**config.mk**
```make
export PLATFORM = sky130hd
export DESIGN_NAME = sync_blank_mux
export DESIGN_NICKNAME = d
export VERILOG_FILES = /design/src/rtl/vsm_pkg.sv /design/src/rtl/vsm_csync_gen.sv /design/src/rtl/vsm_blank_mux.sv /design/src/rtl/vsm_rx_sync.sv /design/src/rtl/sync_blank_mux.sv
export SDC_FILE = /design/constraint.sdc
export NUM_CORES = 1
export LEC_CHECK = 0
export BUFFER_PORTS_ARGS = -buffer_cell sky130_fd_sc_hd__buf_4
export CORE_AREA = 2 2 39 41
export CTS_CLUSTER_DIAMETER = 200
export DETAILED_ROUTE_END_ITERATION = 8
export DIE_AREA = 0 0 41 43
export GPL_ROUTABILITY_DRIVEN = 1
export SYNTH_ARGS = -nofsm -noshare
export SYNTH_HDL_FRONTEND = slang
export SYNTH_SLANG_ARGS = --single-unit
```
**constraint.sdc**
```tcl
create_clock -name clk_i -period 2.1 [get_ports clk_i]
set_input_delay 0.315 -clock clk_i [delete_from_list [all_inputs] [get_ports clk_i]]
set_output_delay 0.315 -clock clk_i [all_outputs]
set_load 0.05 [all_outputs]
```
**src/rtl/vsm_pkg.sv**
```systemverilog
package vsm_pkg;
  typedef enum logic {
    VMODE_COMP = 1'b0,
    VMODE_SEP  = 1'b1
  } vmode_e;
endpackage

```
**src/rtl/vsm_csync_gen.sv**
```systemverilog
// Active-low composite sync from one of two active-low sync pairs.
module vsm_csync_gen (
  input  logic sel_int_i,
  input  logic int_hs_ni,
  input  logic int_vs_ni,
  input  logic ext_hs_ni,
  input  logic ext_vs_ni,
  output logic csync_no
);
  logic hs_n, vs_n;
  always_comb begin
    hs_n     = sel_int_i ? int_hs_ni : ext_hs_ni;
    vs_n     = sel_int_i ? int_vs_ni : ext_vs_ni;
    csync_no = hs_n & vs_n;
  end
endmodule

```
**src/rtl/vsm_blank_mux.sv**
```systemverilog
module vsm_blank_mux
  import vsm_pkg::*;
(
  input  vmode_e mode_i,
  input  logic   hblank_i,
  input  logic   vblank_i,
  output logic   blank_pin_no,
  output logic   hblank_pin_no
);
  always_comb begin
    unique case (mode_i)
      VMODE_SEP:  blank_pin_no = ~vblank_i;
      default:    blank_pin_no = ~(hblank_i | vblank_i);
    endcase
    hblank_pin_no = ~hblank_i;
  end
endmodule

```
**src/rtl/vsm_rx_sync.sv**
```systemverilog
module vsm_rx_sync #(
  parameter int unsigned STAGES = 2
) (
  input  logic clk_i,
  input  logic rst_ni,
  input  logic d_i,
  output logic q_o
);
  logic [STAGES-1:0] chain_q;

  always_ff @(posedge clk_i or negedge rst_ni) begin
    if (!rst_ni) chain_q[0] <= 1'b1;
    else         chain_q[0] <= d_i;
  end

  for (genvar s = 1; s < STAGES; s++) begin : g_stage
    always_ff @(posedge clk_i or negedge rst_ni) begin
      if (!rst_ni) chain_q[s] <= 1'b1;
      else         chain_q[s] <= chain_q[s-1];
    end
  end

  assign q_o = chain_q[STAGES-1];
endmodule

```
**src/rtl/sync_blank_mux.sv**
```systemverilog
module sync_blank_mux
  import vsm_pkg::*;
#(
  parameter int unsigned RX_STAGES = 2
) (
  input  logic clk_i,
  input  logic rst_ni,
  input  logic sep_mode_i,
  input  logic csync_drive_i,
  input  logic sync_src_int_i,
  input  logic tmr_hsync_ni,
  input  logic tmr_vsync_ni,
  input  logic ext_hsync_ni,
  input  logic ext_vsync_ni,
  input  logic hblank_i,
  input  logic vblank_i,
  input  logic csync_pad_i,
  output logic blank_pin_o,
  output logic sync_pin_o,
  output logic sync_pin_oe_o,
  output logic csync_rx_o
);
  localparam int unsigned RxDepth = (RX_STAGES < 1) ? 1 : RX_STAGES;

  vmode_e mode_w;
  logic   csync_n_w, blank_n_w, hblank_n_w, rx_w;
  logic   sync_d, oe_d, rx_mode_d;
  logic   blank_q, sync_q, oe_q, rx_mode_q;

  assign mode_w = sep_mode_i ? VMODE_SEP : VMODE_COMP;

  vsm_csync_gen i_csync_gen (
    .sel_int_i (sync_src_int_i),
    .int_hs_ni (tmr_hsync_ni),
    .int_vs_ni (tmr_vsync_ni),
    .ext_hs_ni (ext_hsync_ni),
    .ext_vs_ni (ext_vsync_ni),
    .csync_no  (csync_n_w)
  );

  vsm_blank_mux i_blank_mux (
    .mode_i        (mode_w),
    .hblank_i      (hblank_i),
    .vblank_i      (vblank_i),
    .blank_pin_no  (blank_n_w),
    .hblank_pin_no (hblank_n_w)
  );

  vsm_rx_sync #(.STAGES(RxDepth)) i_rx_sync (
    .clk_i  (clk_i),
    .rst_ni (rst_ni),
    .d_i    (csync_pad_i),
    .q_o    (rx_w)
  );

  always_comb begin
    rx_mode_d = 1'b0;
    unique case (mode_w)
      VMODE_SEP: begin
        oe_d   = 1'b1;
        sync_d = hblank_n_w;
      end
      default: begin
        oe_d      = csync_drive_i;
        sync_d    = csync_drive_i ? csync_n_w : 1'b1;  // idle high when released
        rx_mode_d = ~csync_drive_i;
      end
    endcase
  end

  always_ff @(posedge clk_i or negedge rst_ni) begin
    if (!rst_ni) begin
      blank_q   <= 1'b1;
      sync_q    <= 1'b1;
      oe_q      <= 1'b0;
      rx_mode_q <= 1'b1;
    end else begin
      blank_q   <= blank_n_w;
      sync_q    <= sync_d;
      oe_q      <= oe_d;
      rx_mode_q <= rx_mode_d;
    end
  end

  assign blank_pin_o   = blank_q;
  assign sync_pin_o    = sync_q;
  assign sync_pin_oe_o = oe_q;
  assign csync_rx_o    = rx_w | ~rx_mode_q;
endmodule

```
==> flow_summary.json <==
{
  "fin_area_sq_um": 378,
  "cellLeakagePower_nw": 0.177,
  "area_delta_synth_final_pct": 80.8,
  "via_count": 173,
  "drt-total-wl_um": 475,
  "yosys_register_bits": 6,
  "max_freq_mhz": 752,
  "yosys_warnings": 0,
  "critPathTopFamily": "flip-flops",
  "syn_area_sq_um": 209,
  "initial_core_util_pct": 15.1,
  "r2r_slack_ns": 1.54,
  "avgViaCountPerCell": 3.39,
  "detail_route.first_pass.iterations": 3,
  "die_h_um": 43,
  "drv_slew": 0,
  "whs_ns": 0.184,
  "htreeDepth": 1,
  "hold_path_class": "in -> reg",
  "cts_max_path_buffers": 2,
  "place_ws_ns": 1.02,
  "numCtsBuffers": 3,
  "grt_max_degree": 7,
  "nets": 48,
  "nFillCells": 152,
  "clock_latency_ns": 0.24,
  "rsz0062_at_grt": "false",
  "arrival_ns": 1.02,
  "fin_tns_setup_ns": 0,
  "path_buf_inv": 1,
  "cts-root-buf": "clkbuf_4",
  "clkTransAtPathRegs_ns": 0.04,
  "synth_area_per_cell_sq_um": 13.9,
  "antenna_found_initial": 0,
  "crit_fanout": 1,
  "finalCritPeriodShare_pct": 63.4,
  "ant_nets": 0,
  "grt_pass1_wl_um": 621,
  "skew_ns": 0.0000392,
  "cts_tree": "done",
  "grt_use_total_pct": 5.78,
  "setup_viol": 0,
  "ys_types": 10,
  "synth_seq_area_share_pct": 74.9,
  "core_sq_um": 1380,
  "hold_violations": 0,
  "rows": 14,
  "endpoint_kind": "output port",
  "power.density_nw_per_um2": 783,
  "dpl_cell_area_sq_um": 342,
  "drv_cap": 0,
  "path_class": "reg -> out",
  "pin_count": 16,
  "crit_chain": "nand2b_1 > buf_4",
  "drive_gt1_share_pct": 65.7,
  "drc_errors": 0,
  "wl_per_cell_um": 9.31,
  "diodes": 0,
  "relSlewSlack_pct": 90.4,
  "reg2regPathDepth": 0,
  "fp.dieW_um": 41,
  "die_area_sq_um": 1760,
  "gp_congestion": 0.589,
  "worstMarginPinSlew_ns": 0.144,
  "first_iter_violations": 3,
  "finalNonFillerCells": 51,
  "crit_cells": 2,
  "dpl.hpwl_um": 365,
  "dp.cells": 46,
  "fin_crit_ns": 1.33,
  "cp_data_required_time_ns": 1.78,
  "cp_slowest_cell": "dfstp_2",
  "ir_drop_mv": 0.242,
  "crit_path_start_kind": "register",
  "synth.net_count": 27,
  "cp_slowest_stage_delay_ns": 0.50,
  "cts.sinks": 6,
  "ctsResizeCount": 0,
  "p_total_uw": 296,
  "setup_ws_ns": 0.770,
  "grt_pass1_vias": 152,
  "min_delay_path_depth": 1,
  "status": "finished, final reports clean",
  "port_buffers": 15,
  "final_core_util_pct": 27.3,
  "syn-instance-count": 15,
  "overflow": 0
}
## flip-flops by register name, summed over array words and instances (netlist names)
| register | count |
|---|---|
| i_rx_sync.chain_q | 1 |
| sync_pin_o | 1 |
| i_rx_sync.q_o | 1 |
| rx_mode_q | 1 |
| sync_pin_oe_o | 1 |
| blank_pin_o | 1 |
## synthesized netlist by cell type (all sizes together)
cell type | n | area share (%)
nand2b | 1 | 3.0
dfrtp | 1 | 12
nor2b | 1 | 3.0
inv | 2 | 3.6
nand3 | 1 | 2.4
nand3b | 1 | 3.6
dfstp | 5 | 63
a32oi | 1 | 4.2
a21oi | 1 | 2.4
or2 | 1 | 3.0
## cell usage in the layout (no fill, tap or decap)
master         instances
nand3b_1               1
inv_1                  2
buf_4                 15
nand3_1                1
clkbuf_4               3
dfstp_2                5
nand2b_1               1
dfrtp_1                1
a32oi_1                1
clkbuf_1               1
dlygate4sd3_1          1
nor2b_1                1
or2_1                  1
a21oi_1                1
## routing by layer
layer / GRT usage, % / vias up / part of all wire, %
met5: 0 / - / 0
met4: 2.00 / 0 / 0
met3: 6.81 / 0 / 20
met2: 5.00 / 16 / 31
met1: 8.28 / 67 / 49
li1: - / 90 / -
## what timing repair did
action,in CTS,in global routing
hold endpoints to repair,1,0
buffers inserted,0,0
hold buffers,1,0
## final cells by class
type / count / area, sq um / share of cell area (%)
Sequential cell: 6 / 156 / 41.4
Tap cell: 16 / 20.0 / 5.30
Timing Repair Buffer: 16 / 123 / 32.5
Clock buffer: 4 / 26.3 / 6.95
Multi-Input combinational cell: 7 / 45.0 / 11.9
Inverter: 2 / 7.51 / 1.99
## cells by family (layout without fill, tap and decap cells)
| logic type | after synthesis | count (layout) | synth area share [%] |
|---|---|---|---|
| DFF | 6 | 6 | 74.9 |
| and+or+nand+nor | 5 | 5 | 15.0 |
| AOI/OAI and AO/OA | 2 | 2 | 6.59 |
| buffers and inverters | 2 | 22 | 3.59 |
## worst paths after layout
| path | startpoint | to |
|---|---|---|
| setup / recovery | i_rx_sync.q_o | csync_rx_o |
| hold / removal | csync_pad_i | i_rx_sync.chain_q[0] |
| setup reg to reg | i_rx_sync.chain_q[0] | i_rx_sync.q_o |
| hold reg to reg | i_rx_sync.chain_q[0] | i_rx_sync.q_o |
| max in group asynchronous | rst_ni | blank_pin_o |
| min in group asynchronous | rst_ni | sync_pin_oe_o |
## report_power, final
| group | internal [mW] | total [mW] | leakage, nW | switching [mW] |
|---|---|---|---|---|
| Combinational | 0.0233 | 0.0502 | 0.0997 | 0.0269 |
| Clock | 0.0722 | 0.117 | 0.0150 | 0.0449 |
| Sequential | 0.127 | 0.129 | 0.0628 | 0.00181 |
No activity file was read; power rests on OpenSTA's default activity.
